===== src/rtl/ctu_pkg.sv =====
// Package: shared widths and the address-register control bundle.
// Assumes a 3-bit opcode sitting directly below the indirect flag.
package ctu_pkg;
    localparam int OPC_W   = 3;
    localparam int OPC_LSB = 12;

    // Source select for an address-register load
    typedef enum logic [1:0] {
        SRC_PC  = 2'd0,
        SRC_IR  = 2'd1,
        SRC_MEM = 2'd2
    } ar_src_e;

    // Control bundle from the term logic to the register
    typedef struct packed {
        logic    ld;
        logic    clr;
        logic    inr;
        ar_src_e src;
    } ar_ctl_t;
endpackage


===== src/rtl/ctu_onehot_dec.sv =====
// Module: binary to one-hot decoder, with a parameter for the input width.
// Assumes IN_W is small (output is 2**IN_W lines).
module ctu_onehot_dec #(
    parameter int IN_W = 3
) (
    input  logic [IN_W-1:0]       code,
    output logic [(1<<IN_W)-1:0]  lines
);
    localparam int OUT_N = 1 << IN_W;

    // One comparator per output line
    for (genvar k = 0; k < OUT_N; k++) begin : g_line
        assign lines[k] = (code == k[IN_W-1:0]);
    end
endmodule


===== src/rtl/ctu_seq_counter.sv =====
// Module: sequence counter for the time slots. Counts up and wraps,
// with a synchronous clear. Assumes an active-low synchronous reset.
module ctu_seq_counter #(
    parameter int W = 4
) (
    input  logic         clk,
    input  logic         rst_n,
    input  logic         clr,
    output logic [W-1:0] count
);
    // Step the slot count, or restart it at zero
    always_ff @(posedge clk) begin
        if (!rst_n)   count <= '0;
        else if (clr) count <= '0;
        else          count <= count + 1'b1;
    end
endmodule


===== src/rtl/ctu_instr_reg.sv =====
// Module: instruction register with a load enable.
// Assumes an active-low synchronous reset to zero.
module ctu_instr_reg #(
    parameter int W = 16
) (
    input  logic         clk,
    input  logic         rst_n,
    input  logic         load,
    input  logic [W-1:0] d,
    output logic [W-1:0] q
);
    // Capture a new instruction word when asked
    always_ff @(posedge clk) begin
        if (!rst_n)    q <= '0;
        else if (load) q <= d;
    end
endmodule


===== src/rtl/ctu_ar_ctrl.sv =====
// Module: sum-of-products terms for the address-register controls.
// Assumes one-hot opcode and slot lines; only the lines it needs come in.
module ctu_ar_ctrl
    import ctu_pkg::*;
(
    input  logic    op5,
    input  logic    op7,
    input  logic    ind,
    input  logic    intr,
    input  logic    t0,
    input  logic    t2,
    input  logic    t3,
    input  logic    t4,
    output ar_ctl_t ctl
);
    logic ld_pc, ld_ir, ld_mem;

    // Form the load, clear and increment terms and pick the load source
    always_comb begin
        ld_pc   = !intr & t0;
        ld_ir   = !intr & t2;
        ld_mem  = !op7 & ind & t3;
        ctl.ld  = ld_pc | ld_ir | ld_mem;
        ctl.clr = intr & t0;
        ctl.inr = op5 & t4;
        if (ld_pc)      ctl.src = SRC_PC;
        else if (ld_ir) ctl.src = SRC_IR;
        else            ctl.src = SRC_MEM;
    end
endmodule


===== src/rtl/ctu_addr_reg.sv =====
// Module: address register. Priority is clear, then load, then increment.
// Assumes an active-low synchronous reset to zero.
module ctu_addr_reg
    import ctu_pkg::*;
#(
    parameter int W = 12
) (
    input  logic         clk,
    input  logic         rst_n,
    input  ar_ctl_t      ctl,
    input  logic [W-1:0] pc,
    input  logic [W-1:0] ir_addr,
    input  logic [W-1:0] mem,
    output logic [W-1:0] q
);
    logic [W-1:0] ld_val;

    // Select the load source
    always_comb begin
        case (ctl.src)
            SRC_PC:  ld_val = pc;
            SRC_IR:  ld_val = ir_addr;
            default: ld_val = mem;
        endcase
    end

    // Apply the controls in priority order
    always_ff @(posedge clk) begin
        if (!rst_n)       q <= '0;
        else if (ctl.clr) q <= '0;
        else if (ctl.ld)  q <= ld_val;
        else if (ctl.inr) q <= q + 1'b1;
    end
endmodule


===== src/rtl/ctl_timing_unit.sv =====
// Top: instruction register, opcode and slot decoders, sequence counter,
// address-register term logic and the address register.
// Assumes WORD_W = ADDR_W + OPC_W + 1 (the indirect flag is the top bit).
module ctl_timing_unit
    import ctu_pkg::*;
#(
    parameter int WORD_W = 16,
    parameter int ADDR_W = 12,
    parameter int SC_W   = 4
) (
    input  logic                 clk,
    input  logic                 rst_n,
    input  logic                 ir_load,
    input  logic [WORD_W-1:0]    ir_data_in,
    input  logic                 sc_clear,
    input  logic                 intr_flag,
    input  logic [ADDR_W-1:0]    pc_in,
    input  logic [ADDR_W-1:0]    mem_data_in,
    output logic [WORD_W-1:0]    ir_q,
    output logic [(1<<OPC_W)-1:0] opcode_lines,
    output logic                 ind_bit,
    output logic [(1<<SC_W)-1:0] time_lines,
    output logic                 ar_load,
    output logic                 ar_clear,
    output logic                 ar_incr,
    output logic [ADDR_W-1:0]    ar_q
);
    localparam int IND_POS = WORD_W - 1;

    logic [SC_W-1:0] sc_count;
    ar_ctl_t         ar_ctl;

    ctu_instr_reg #(.W(WORD_W)) u_ir (
        .clk(clk), .rst_n(rst_n), .load(ir_load), .d(ir_data_in), .q(ir_q)
    );

    ctu_onehot_dec #(.IN_W(OPC_W)) u_opdec (
        .code(ir_q[OPC_LSB +: OPC_W]), .lines(opcode_lines)
    );

    ctu_seq_counter #(.W(SC_W)) u_sc (
        .clk(clk), .rst_n(rst_n), .clr(sc_clear), .count(sc_count)
    );

    ctu_onehot_dec #(.IN_W(SC_W)) u_tdec (
        .code(sc_count), .lines(time_lines)
    );

    // Indirect flag straight from the instruction word
    assign ind_bit = ir_q[IND_POS];

    ctu_ar_ctrl u_terms (
        .op5(opcode_lines[5]), .op7(opcode_lines[7]), .ind(ind_bit),
        .intr(intr_flag), .t0(time_lines[0]), .t2(time_lines[2]),
        .t3(time_lines[3]), .t4(time_lines[4]), .ctl(ar_ctl)
    );

    ctu_addr_reg #(.W(ADDR_W)) u_ar (
        .clk(clk), .rst_n(rst_n), .ctl(ar_ctl), .pc(pc_in),
        .ir_addr(ir_q[ADDR_W-1:0]), .mem(mem_data_in), .q(ar_q)
    );

    // Bring the controls out to the ports
    assign ar_load  = ar_ctl.ld;
    assign ar_clear = ar_ctl.clr;
    assign ar_incr  = ar_ctl.inr;
endmodule


===== config.mk =====
export PLATFORM = sky130hd
export DESIGN_NAME = ctl_timing_unit
export DESIGN_NICKNAME = d
export VERILOG_FILES = /design/src/rtl/ctu_pkg.sv /design/src/rtl/ctu_onehot_dec.sv /design/src/rtl/ctu_seq_counter.sv /design/src/rtl/ctu_instr_reg.sv /design/src/rtl/ctu_ar_ctrl.sv /design/src/rtl/ctu_addr_reg.sv /design/src/rtl/ctl_timing_unit.sv
export SDC_FILE = /design/constraint.sdc
export NUM_CORES = 1
export LEC_CHECK = 0
export ABC_AREA = 0
export BUFFER_PORTS_ARGS = -buffer_cell sky130_fd_sc_hd__buf_4
export CORE_MARGIN = 2
export CORE_UTILIZATION = 41
export DETAILED_ROUTE_END_ITERATION = 6
export GPL_TIMING_DRIVEN = 0
export MAX_ROUTING_LAYER = met4
export PLACE_DENSITY = 0.74
export SETUP_SLACK_MARGIN = 0.4
export SLEW_MARGIN = 30
export SYNTH_ARGS = -nofsm -noshare
export SYNTH_HDL_FRONTEND = slang
export SYNTH_SLANG_ARGS = --single-unit

===== constraint.sdc =====
create_clock -name clk -period 2 [get_ports clk]
set_input_delay 0 -clock clk [delete_from_list [all_inputs] [get_ports clk]]
set_output_delay 0 -clock clk [all_outputs]
set_load 0.01 [all_outputs]

Word level (Yosys, flattened, before mapping)
Cells that the tools add are included.

word-level totals
  register bits after elaboration = 32
  input bits = 45
  output and inout bits = 56
  logic and storage cells = 50

cells by class
  $add $sub $neg = 2
  eq/ne operators = 23
  multiplexer cells = 5
  bitwise gates (word level) = 9
  reductions and logical operators = 8

operator list
  kind                                           count
  == test 4 bit, second input constant           8
  two-way mux 12 bit                             2
  case mux 12 bit (2 select lines)               1
  == test 4 x 3 -> 1 bit, second input constant  4
  adder 12 x 1 -> 12 bit, second input constant  1
  == test 3 bit, second input constant           4
  == test 4 x 2 -> 1 bit, second input constant  2
  bitwise AND 1 bit                              6
  == test 3 x 2 -> 1 bit, second input constant  2
  adder 4 x 1 -> 4 bit, second input constant    1
  == test 4 x 1 -> 1 bit, second input constant  1
  logical NOT 4 bit                              1
  two-way mux 2 bit                              2
  OR reduction 2 bit                             2
  == test 3 x 1 -> 1 bit, second input constant  1
  logical NOT 3 bit                              1
  == test 2 x 1 -> 1 bit, second input constant  1
  logical NOT 1 bit                              2
  logical NOT 2 bit                              1
  OR 1 bit                                       2
  nonzero test 2 bit                             1
  inverter 1 bit                                 1

Longest topological paths before layout
Gate-level depths: netlist of the first run.

  word-level depth = 7
  depth in mapped cells = 9
  depth with buffers taken out = 8

Hierarchy
A second synthesis of the first run with hierarchy kept.

second synthesis, totals
  cell total of the unflattened synthesis = 207
  area total of the unflattened synthesis = 2,031.9 um^2

modules (own cells, without submodules)
  module                     times used  cells an instance  area an instance (um^2)  seq. area each (um^2)
  ctu_addr_reg               1           106                905.9                    240.2
  ctu_instr_reg              1           51                 615.6                    320.3
  ctu_onehot_dec at u_tdec   1           20                 226.5                    0.0
  ctu_seq_counter            1           15                 155.1                    80.1
  ctu_onehot_dec at u_opdec  1           8                  65.1                     0.0
  ctu_ar_ctrl                1           6                  56.3                     0.0
  ctl_timing_unit            1           1                  7.5                      0.0

Least setup slack after synthesis of the first run
No wires, ideal clock.

  path type = register to register
  start = register u_sc.count[0]
  end = register u_ar.q[4]
  library setup time = 103 ps
  data arrival time = 1,847 ps
  required time = 1,897 ps
  path slack = 49 ps
  stages on the path, launching flop included = 8
  path buffers = 2
  clock period less this slack = 1,951 ps
  path through = dfxtp_1 > inv_1 > ha_1 > buf_2 > o21ai_0 > clkbuf_1 > o21ai_0 > a2111oi_2

between the ends
  longest elaborated chain between the ends = 7
  elaborated cells between the ends (all ways) = 19
  those cells by class = 4 x eq/ne; 4 x mux; 7 x bitwise; 4 x reduce/logical

RTL lines
  what                                                                RTL line               text
  start: declaration                                                  ctu_seq_counter.sv:9   output logic [W-1:0] count
  start signal: assignment                                            ctu_seq_counter.sv:15  else count <= count + 1'b1;
  == test 4 x 2 -> 1 bit                                              ctu_onehot_dec.sv:13   assign lines[k] = (code == k[IN_W-1:0]);
  bitwise AND 1 bit                                                   ctu_ar_ctrl.sv:21      ld_ir = !intr & t2;
  two-way mux 2 bit                                                   ctu_ar_ctrl.sv:27      else if (ld_ir) ctl.src = SRC_IR;
  two-way mux 2 bit                                                   ctu_ar_ctrl.sv:26      if (ld_pc) ctl.src = SRC_PC;
  == test 2 x 1 -> 1 bit / logical NOT 2 bit (equally long branches)  ctu_addr_reg.sv:20     case (ctl.src)
  case mux 12 bit (2 select lines)                                    ctu_addr_reg.sv:20
  two-way mux 12 bit                                                  ctu_addr_reg.sv:31     else if (ctl.ld) q <= ld_val;
  end signal: assignment                                              ctu_addr_reg.sv:31
  end signal: assignment                                              ctu_addr_reg.sv:32     else if (ctl.inr) q <= q + 1'b1;
  end: declaration                                                    ctu_addr_reg.sv:14     output logic [W-1:0] q

Several ways; a longest one is shown, not always the timed one.
A chain may end at the register's enable or synchronous reset.

Final worst setup path of the first run
  start = register u_ar.q[0]
  end = register u_ar.q[10]

between the ends
  longest elaborated chain between the ends = 3

RTL lines
  what                    RTL line
  adder 12 x 1 -> 12 bit  ctu_addr_reg.sv:32
  two-way mux 12 bit      ctu_addr_reg.sv:32
  two-way mux 12 bit      ctu_addr_reg.sv:31

No other way between the ends. The select of a mux whose other input is x is not followed.

==> results.py, run 1 <==
metrics = {
    "clock_network": {
        "cts_buffer_depth": 2,
        "cts_buffers": 5,
        "cts_tree": "yes",
        "path_clk_slew_ns": 0.07,
        "clk_latency_ns": 0.28,
        "root_buffer": "clkbuf_8",
        "numClockSinks": 32,
        "htree_levels": 2,
    },
    "synth": {
        "synth-simple-area-share": 0.282,
        "synthMuxAreaShare": 0.0793,
        "yosys.area_share.adder": 0.0310,
        "synth_area_leaders": "dfxtp_1 (32%), mux2i_1 (7.9%), nor2b_1 (5.6%)",
        "syn_area_um2": 2020,
        "synth_top_cell_area_share": 0.317,
        "yosys.area_share.xor_xnor": 0.0130,
        "synth_compound_area_frac": 0.192,
        "ys_warn_count": 0,
        "syn_area_per_cell_um2": 8.42,
        "synth_top_family_by_area": "simple AND/OR/NAND/NOR gates",
        "async_reset_ff_frac": 0,
        "synth_edf_count": 0,
        "ys_seq_area_frac": 0.317,
        "synth_area_leader_cell": "dfxtp_1",
        "ys_types": 53,
        "netlist_instances": 240,
        "synth_most_common_cell": "dfxtp_1",
        "synth_seq_cells": 32,
        "syn-num-nets": 290,
        "netlist_top_cells_count": "dfxtp_1 (32), nor2b_1 (18), mux2i_1 (16), nand2_1 (14)",
        "synth-main-ff-cell": "dfxtp_1",
    },
    "power": {
        "p_int_mw": 1.27,
        "power_density_nw_per_um2": 490,
        "seqPwrFrac": 0.409,
        "switching_share": 0.281,
        "irDropWorstVdd_v": 0.000387,
        "p_sw_mw": 0.495,
        "clkPwrFrac": 0.307,
        "comb_power_share": 0.283,
        "power.leakage_nw": 1.65,
    },
    "grt": {
        "busiest_layer": "met2",
        "overflow": 0,
        "use_met3": 0.0637,
        "grt_max_degree": 11,
        "track_usage": 0.253,
        "antenna_found_initial": 0,
        "grt_pass1_vias": 2201,
        "met2_usage": 0.418,
        "grt_pass1_wl_um": 10300,
        "met1_usage": 0.309,
    },
    "critical_path": {
        "crit_cells": 6,
        "worstSetupStartpointType": "flop",
        "cp_max_fo": 6,
        "critPathArrivalTime_ns": 1.97,
        "path_buf_inv": 0,
        "r2r_cells": 6,
        "critPathTopFamily": "simple AND/OR/NAND/NOR gates",
        "cp.required_ns": 2.18,
        "path_class": "flop to flop",
        "critical_path.slowest_cell": "dfxtp_4",
        "max_stage_delay_ns": 0.40,
        "timing.critical_path.from": "u_ar.q[0]$_SDFFE_PP0P_",
        "r2r_start": "u_ar.q[0]$_SDFFE_PP0P_",
        "crit_chain": "ha_4, nand4_1, nor3_4, nand3_1, xor2_1, a221oi_1",
        "critPathCapture": "u_ar.q[10]$_SDFFE_PP0P_",
        "reg2reg_slack_ns": 0.21,
        "r2r_end": "u_ar.q[10]$_SDFFE_PP0P_",
        "end_kind": "flop",
    },
    "timing": {
        "slew_headroom": 0.695,
        "fin_setup_tns_ns": 0,
        "setup_viol": 0,
        "hold_violations": 0,
        "post-route-period-util": 0.894,
        "finalMaxSlewViolations": 0,
        "worst-slew-pin-transition_ns": 0.458,
        "rsz0062_at_grt": "yes",
        "period_needed_ns": 1.79,
        "fmax_mhz": 560,
        "skew_ns": 0.00189,
    },
    "routing": {
        "firstDrtPassIters": 5,
        "drtAntennaViolNets": 0,
        "wl_um": 6920,
        "wire_per_inst_um": 15.3,
        "viasPerCell": 5.30,
        "num_vias": 2395,
        "drc": 0,
        "first_iter_violations": 190,
    },
    "min_path": {
        "holdCritPathClass": "input port to flop",
    },
    "die": {
        "dieHeight_um": 74.2,
        "pin_count": 101,
        "num_rows": 25,
        "initial_core_util": 0.428,
        "die-area_um2": 5510,
        "core_um2": 4720,
        "die_x_um": 74.2,
    },
    "final_layout": {
        "drive_above_1_share": 0.499,
        "final_util": 0.761,
        "finalNetCount": 435,
        "area_growth_pct": 78.0,
        "n_antenna_cell": 0,
    },
    "job": {
        "maxCapViolCount": 0,
    },
    "place": {
        "dp_hpwl_um": 4650,
        "numPortBuffers": 98,
        "finalWeightedCongestion": 0.897,
    },
    "run_status": {
        "run_status": "finished, final reports clean",
    },
}
## state kept, by name, indices dropped and copies added, names as in the netlist
name and count:
u_ar.q 12, u_ir.q 16, u_sc.count 4
## through the flow
step | power, mW | instances | cell area (µm²) | hold slack, ns | setup slack [ns]
4_1_cts | 1.71 | 437 | 3350 | 0.0466 | 0.261
6_report | 1.76 | 452 | 3600 | 0.0452 | 0.213
2_1_floorplan | 0.940 | 240 | 2090 | 0.156 | 0.369
3_3_place_gp | 1.12 | 405 | 2910 | 0.254 | 0.0369
3_5_place_dp | 1.13 | 405 | 2910 | 0.263 | 0.0232
5_1_grt | 1.84 | 452 | 3600 | 0.0643 | 0.160
## layout make-up
class | count | area [µm²]
sequential | 32 | 661
multi-input combinational | 175 | 1410
clock buffer | 7 | 96.3
timing repair inverter | 1 | 8.76
timing repair buffer | 137 | 1090
tap | 67 | 83.8
fill | 349 | 1130
inverter | 11 | 63.8
buffer | 22 | 180
## cell usage in the layout, fill, tap and decap left out, drive strengths merged, types with 4 or more instances in the layout
cell type,synthesis,routed
clkbuf,5,10
o21ai,10,10
nor2b,18,18
a22oi,5,5
a222oi,6,6
nand2,14,14
nand3,9,9
nor2,14,14
and2,13,13
dfxtp,32,32
nor3,5,5
mux2i,16,16
nor3b,4,4
and3,5,5
buf,17,140
dlygate4sd3,0,16
or3,6,6
a21oi,7,7
inv,10,10
ha,5,5
## per-layer routing
metal / vias up / wire [µm]
li1: 1151 / -
met1: 1107 / 2840
met2: 126 / 3370
met3: 11 / 614
met4: 0 / 92
met5: - / 0
## power groups by stage
| stage | logic (mW) | registers [mW] | clock network, mW |
|---|---|---|---|
| 3_3_place_gp | 0.392 | 0.729 | 0 |
| 2_1_floorplan | 0.202 | 0.738 | 0 |
| 3_5_place_dp | 0.396 | 0.730 | 0 |
| 5_1_grt | 0.539 | 0.726 | 0.580 |
| 6_report | 0.499 | 0.721 | 0.541 |
| 4_1_cts | 0.443 | 0.718 | 0.546 |
## kinds of logic (layout without fill, tap and decap cells)
family / Yosys count / after routing
simple gates: 100 / 100
xor+xnor: 3 / 3
mux: 16 / 16
flops: 32 / 32
fa+ha+maj: 5 / 5
buf+inv: 33 / 178
compound gates: 51 / 51
## timing repair
item / in CTS / in global routing
setup endpoints to repair: 14 / 14
buffers inserted: 9 / 13
gates cloned: 0 / 2
pin swaps: 11 / 18
endpoints found under the hold margin: 16 / 0
hold buffers: 16 / 0
resized for setup: 26 / 27
## how the worst min path moves through the flow
stage | depth (start not counted) | to | from
2_1_floorplan | 2 | ar_clear | intr_flag
3_3_place_gp | 3 | u_ir.q[12]$_SDFFE_PN0P_ | ir_data_in[12]
3_5_place_dp | 3 | u_ir.q[14]$_SDFFE_PN0P_ | ir_data_in[14]
4_1_cts | 3 | u_ar.q[11]$_SDFFE_PP0P_ | pc_in[11]
5_1_grt | 3 | u_ar.q[11]$_SDFFE_PP0P_ | pc_in[11]
6_report | 3 | u_sc.count[1]$_SDFF_PP0_ | sc_clear
## worst reg2reg max path: stages (launching register included)
cell and delay, ns:
dfxtp_4 0.40, ha_4 0.16, nand4_1 0.25, nor3_4 0.32, nand3_1 0.14, xor2_1 0.17, a221oi_1 0.24
No activity file was read; power rests on OpenSTA's default activity.
==> run 2: changes to the inputs <==
Settings changed: REMOVE_ABC_BUFFERS set to 1.
==> run 2 against run 1 <==
Net effect: the run now ends with negative hold slack left; maximum frequency decreased by 4.2%; register-to-register slack got worse by 0.08 ns; combinational power down 5.2%; clock-buffer cell count unchanged; flip-flop and latch count stayed put; largest cell class unchanged; highest routed layer unchanged.
==> results.py, run 2 (same netlist as run 1, synthesis figures left out) <==
metrics = {
    "routing": {
        "firstDrtPassIters": 6,
        "drc": 0,
        "drtAntennaViolNets": 0,
        "wire_per_inst_um": 17.2,
        "wl_um": 7580,
        "first_iter_violations": 253,
        "viasPerCell": 5.49,
        "num_vias": 2422,
    },
    "run_status": {
        "run_status": "complete, but fails checks",
        "failed_checks": "negative hold slack",
    },
    "timing": {
        "period_needed_ns": 1.87,
        "holdWs_ns": -0.00461,
        "skew_ns": 0.00891,
        "hold_violations": 1,
        "worst-slew-pin-transition_ns": 0.507,
        "slew_headroom": 0.662,
        "post-route-period-util": 0.933,
        "setup_viol": 0,
        "fmax_mhz": 536,
        "rsz0062_at_grt": "yes",
        "finalMaxSlewViolations": 0,
    },
    "clock_network": {
        "root_buffer": "clkbuf_8",
        "path_clk_slew_ns": 0.08,
        "htree_levels": 2,
        "cts_buffer_depth": 2,
        "cts_buffers": 5,
        "cts_tree": "yes",
        "numClockSinks": 32,
        "clk_latency_ns": 0.29,
    },
    "grt": {
        "busiest_layer": "met2",
        "antenna_found_initial": 0,
        "overflow": 0,
        "met2_usage": 0.464,
        "grt_pass1_wl_um": 11500,
        "grt_max_degree": 20,
        "grt_pass1_vias": 2330,
        "use_met3": 0.0569,
        "track_usage": 0.280,
        "met1_usage": 0.339,
    },
    "die": {
        "num_rows": 25,
        "initial_core_util": 0.428,
        "pin_count": 101,
        "die-area_um2": 5510,
        "dieHeight_um": 74.2,
        "core_um2": 4720,
        "die_x_um": 74.2,
    },
    "place": {
        "finalWeightedCongestion": 0.819,
        "dp_hpwl_um": 4680,
        "dp.cells": 386,
        "numPortBuffers": 100,
    },
    "final_layout": {
        "fin_cells": 441,
        "largest_reg_flops": 16,
        "top_register": "u_ir.q",
        "area_growth_pct": 72.6,
        "final_common_cell": "buf_4",
        "finalNetCount": 423,
        "n_antenna_cell": 0,
        "layout_common_cells": "buf_4 (130), dfxtp_1 (23), nor2b_1 (17), mux2i_1 (16)",
        "fillerInstances": 331,
        "final_util": 0.739,
        "drive_above_1_share": 0.503,
        "top_regs": "u_ir.q: 16 flops, u_ar.q: 12 flops, u_sc.count: 4 flops",
    },
    "critical_path": {
        "end_kind": "flop",
        "critPathArrivalTime_ns": 2.10,
        "reg2reg_slack_ns": 0.13,
        "path_class": "flop to flop",
        "cp.required_ns": 2.24,
        "cp_max_fo": 7,
        "worstSetupStartpointType": "flop",
    },
    "power": {
        "irDropWorstVdd_v": 0.000429,
        "power.leakage_nw": 1.60,
        "power_mw": 1.90,
        "power_density_nw_per_um2": 545,
    },
    "job": {
        "maxCapViolCount": 0,
    },
    "min_path": {
        "holdCritPathClass": "input port to flop",
    },
}
## run 2: cell count changes in the layout (fill, tap and decap cells not counted), sizes merged
cell         previous run  this run
dlygate4sd3            16        13
clkbuf                 10         8
bufinv                  0         1
clkinv                  2         1
buf                   140       134
## run 2: timing repair
item	CTS	global route
buffers inserted	26	8
endpoints found under the hold margin	13	0
endpoints found under the setup margin	14	13
pin swaps	16	13
resized for setup	46	16
hold buffers	13	0
## run 2: power breakdown
part	internal (mW)	switching [mW]	leakage (nW)
registers	0.671	0.0530	0.268
logic	0.266	0.207	1.27
clock network	0.440	0.264	0.0645
## run 2: through the flow
stage | TNS, ns | setup slack [ns] | area (µm²)
2_1_floorplan | -2.15 | -0.295 | 1890
3_3_place_gp | -9.43 | -0.943 | 2730
3_5_place_dp | -2.33 | -0.409 | 2740
4_1_cts | 0 | 0.249 | 3380
5_1_grt | 0 | 0.0746 | 3490
6_report | 0 | 0.134 | 3490
## run 2: cell type report
| cell class | instances | area (µm²) | area share |
|---|---|---|---|
| multi-input combinational | 175 | 1400 | 0.402 |
| tap | 67 | 83.8 | 0.0240 |
| timing repair buffer | 148 | 1160 | 0.331 |
| clock buffer | 7 | 96.3 | 0.0276 |
| inverter | 11 | 58.8 | 0.0169 |
| sequential | 32 | 662 | 0.190 |
| clock inverter | 1 | 30.0 | 0.00861 |
## run 2: routing by layer
layer / wire length, µm / vias up
met3: 523 / 25
li1: - / 1122
met4: 201 / 0
met2: 3810 / 121
met1: 3050 / 1154
met5: 0 / -
## run 2: final timing paths
path	cells after the start	endpoint	start
max	7	u_ar.q[3]$_SDFFE_PP0P_	u_sc.count[3]$_SDFF_PP0_
min	3	u_ir.q[8]$_SDFFE_PN0P_	ir_data_in[8]
min reg2reg	2	u_ar.q[0]$_SDFFE_PP0P_	u_ar.q[0]$_SDFFE_PP0P_
max reg2reg	7	u_ar.q[3]$_SDFFE_PP0P_	u_sc.count[3]$_SDFF_PP0_
## run 2: critical path, stage by stage (launching register included)
cell	delay [ns]
dfxtp_4	0.37
or3_4	0.40
nor3b_4	0.24
buf_6	0.14
buf_4	0.12
a22oi_1	0.12
o221ai_1	0.26
and2_1	0.17
==> run 3: changes to the inputs <==
Settings changed: CORE_UTILIZATION 41 to 42, GPL_TIMING_DRIVEN 0 to 1, PLACE_DENSITY 0.74 to 0.75, SYNTH_HIERARCHICAL set to 1.
==> run 3 against run 2 <==
Net effect: the run now ends clean; final cell count down 8.2%; routed wire length decreased by 20%; combinational power shrank 2%; register-to-register slack got worse by 0.09 ns; global-route usage shrank 6.2 points; clock skew down 0.0034 ns; cell area fell by 2.2%; area after synthesis up 0.56%; critical path type unchanged; flip-flop and latch count unchanged; worst hold slack gained 0.014 ns; sequential power about the same.
==> results.py, run 3 <==
metrics = {
    "timing": {
        "fin_ws_ns": 0.0474,
        "hold_violations": 0,
        "skew_ns": 0.00551,
        "worst-slew-pin-transition_ns": 0.337,
        "rsz0062_at_grt": "yes",
        "slew_headroom": 0.775,
        "fmax_mhz": 512,
        "period_needed_ns": 1.95,
        "post-route-period-util": 0.976,
        "setup_viol": 0,
        "finalMaxSlewViolations": 0,
    },
    "critical_path": {
        "reg2reg_slack_ns": 0.05,
        "crit_chain": "nor4b_4, nor3b_4, buf_6, mux2_4, mux2i_1, a21oi_1, a21boi_2",
        "cp_max_fo": 4,
        "cp.required_ns": 2.15,
        "worstSetupStartpointType": "flop",
        "path_class": "flop to flop",
        "critical_path.slowest_cell": "dfxtp_2",
        "end_kind": "flop",
        "critPathArrivalTime_ns": 2.11,
        "max_stage_delay_ns": 0.34,
    },
    "final_layout": {
        "drive_above_1_share": 0.533,
        "finalNetCount": 400,
        "largest_reg_flops": 16,
        "fillerInstances": 342,
        "n_antenna_cell": 0,
        "final_common_cell": "buf_4",
        "fin_area_um2": 3410,
        "top_regs": "u_ir/q: 16 flops, u_ar/q: 12 flops, u_sc/count: 4 flops",
        "area_growth_pct": 68.0,
        "layout_common_cells": "buf_4 (123), dfxtp_1 (29), mux2i_1 (27), nor2b_1 (17), buf_6 (15)",
        "top_register": "u_ir/q",
    },
    "grt": {
        "use_met3": 0.0288,
        "grt_pass1_wl_um": 9050,
        "antenna_found_initial": 0,
        "met2_usage": 0.363,
        "met1_usage": 0.277,
        "busiest_layer": "met2",
        "track_usage": 0.218,
        "grt_pass1_vias": 1972,
        "overflow": 0,
        "grt_max_degree": 22,
    },
    "synth": {
        "synth_edf_count": 0,
        "synth_area_leader_cell": "dfxtp_1",
        "ys_types": 45,
        "ys_seq_area_frac": 0.315,
        "synth_most_common_cell": "dfxtp_1",
        "ys_warn_count": 6,
        "synth-main-ff-cell": "dfxtp_1",
        "netlist_top_cells_count": "dfxtp_1 (32), mux2i_1 (28), nor2b_1 (17), xnor2_1 (11), nor2_1 (10)",
        "netlist_instances": 207,
        "syn_area_um2": 2030,
        "async_reset_ff_frac": 0,
        "synth_top_cell_area_share": 0.315,
        "syn_area_per_cell_um2": 9.82,
        "synth_area_leaders": "dfxtp_1 (32%), mux2i_1 (14%), nor2b_1 (5.2%)",
        "synth_seq_cells": 32,
    },
    "place": {
        "post-place-ws_ns": -0.170,
        "numPortBuffers": 100,
        "placed_area_um2": 2880,
        "finalWeightedCongestion": 0.805,
        "dp_hpwl_um": 3990,
    },
    "clock_network": {
        "cts_buffer_depth": 2,
        "numClockSinks": 32,
        "clk_latency_ns": 0.27,
        "cts_buffers": 5,
        "path_clk_slew_ns": 0.06,
        "cts_tree": "yes",
        "root_buffer": "clkbuf_8",
        "htree_levels": 2,
    },
    "routing": {
        "firstDrtPassIters": 4,
        "wire_per_inst_um": 14.9,
        "first_iter_violations": 79,
        "wl_um": 6040,
        "drtAntennaViolNets": 0,
        "num_vias": 2069,
        "viasPerCell": 5.11,
        "drc": 0,
    },
    "die": {
        "die_x_um": 73.6,
        "dieHeight_um": 73.6,
        "die-area_um2": 5410,
        "initial_core_util": 0.433,
        "core_um2": 4690,
        "num_rows": 25,
        "pin_count": 101,
    },
    "power": {
        "power_density_nw_per_um2": 471,
        "power.leakage_nw": 1.59,
        "irDropWorstVdd_v": 0.000430,
    },
    "run_status": {
        "run_status": "finished, final reports clean",
    },
    "min_path": {
        "holdCritPathClass": "input port to flop",
    },
    "job": {
        "maxCapViolCount": 0,
    },
}
run 3: cell types whose count changed after synthesis, moves of 6 or more:
cell	previous run	this run
mux2i_1	16	28
and2_1	13	2
xnor2_1	1	11
buf_2	9	2
a222oi_1	6	0
and4bb_2	0	6
mux2_2	0	6
nand3_1	9	3
or3_1	6	0
run 3: cell type report:
cell class | instances | area [µm²] | area share
Multi-Input combinational cell | 158 | 1370 | 0.402
Timing Repair Buffer | 152 | 1240 | 0.364
Sequential cell | 32 | 647 | 0.190
Clock buffer | 5 | 68.8 | 0.0202
Tap cell | 54 | 67.6 | 0.0198
Inverter | 4 | 16.3 | 0.00477
run 3: power by group:
group | leakage [nW] | total [mW] | switching (mW) | internal [mW]
registers | 0.265 | 0.722 | 0.0471 | 0.675
clock network | 0.0359 | 0.422 | 0.198 | 0.224
logic | 1.29 | 0.463 | 0.190 | 0.274
run 3: cells by family after synthesis:
group	share of synthesized area
and+or+nand+nor	0.300
muxes	0.171
DFF	0.315
AOI/OAI and AO/OA	0.0924
buffers and inverters	0.0573
xor gates and xnor gates	0.0517
adders and majority gates	0.0123
run 3: through the flow:
stage                util  cells  TNS (ns)  power, mW  hold slack (ns)
floorplan               -    194     -7.01      0.898            0.128
global placement    0.613    365    -0.166       1.11            0.252
detailed placement  0.613    365    -0.801       1.11            0.265
CTS                 0.699    396         0       1.59        0.0000221
global route        0.727    405   -0.0627       1.69          0.00616
finish              0.727    405         0       1.61          0.00890
run 3: repair_timing:
item                                    4_1_cts  5_1_grt
resized for setup                            32       20
endpoints found under the setup margin       15       15
endpoints found under the hold margin        12        0
setup buffers                                14        9
hold buffers                                 12        0
pin swaps                                    13       17
run 3: path summary, 6_finish.rpt:
path | from | to | depth (start not counted)
worst max-delay path | u_sc/count[0]$_SDFF_PP0_ | u_ar/q[10]$_SDFFE_PP0P_ | 7
worst min-delay path | ir_data_in[11] | u_ir/q[11]$_SDFFE_PN0P_ | 3
worst max register to register | u_sc/count[0]$_SDFF_PP0_ | u_ar/q[10]$_SDFFE_PP0P_ | 7
worst min register to register | u_ir/q[0]$_SDFFE_PN0P_ | u_ir/q[0]$_SDFFE_PN0P_ | 2
run 3: metal layers:
layer | vias up | wire length, µm
met1 | 980 | 2630
met5 | - | 0
met4 | 0 | 59
met2 | 43 | 3160
met3 | 4 | 195
li1 | 1042 | -
run 3: worst max-delay path, delay by kind of cell (launching register included):
family / cells / cell delay [ns]
and+or+nand+nor: 2 / 0.64
muxes: 2 / 0.46
DFF: 1 / 0.34
AOI/OAI and AO/OA: 2 / 0.24
buffers and inverters: 1 / 0.17
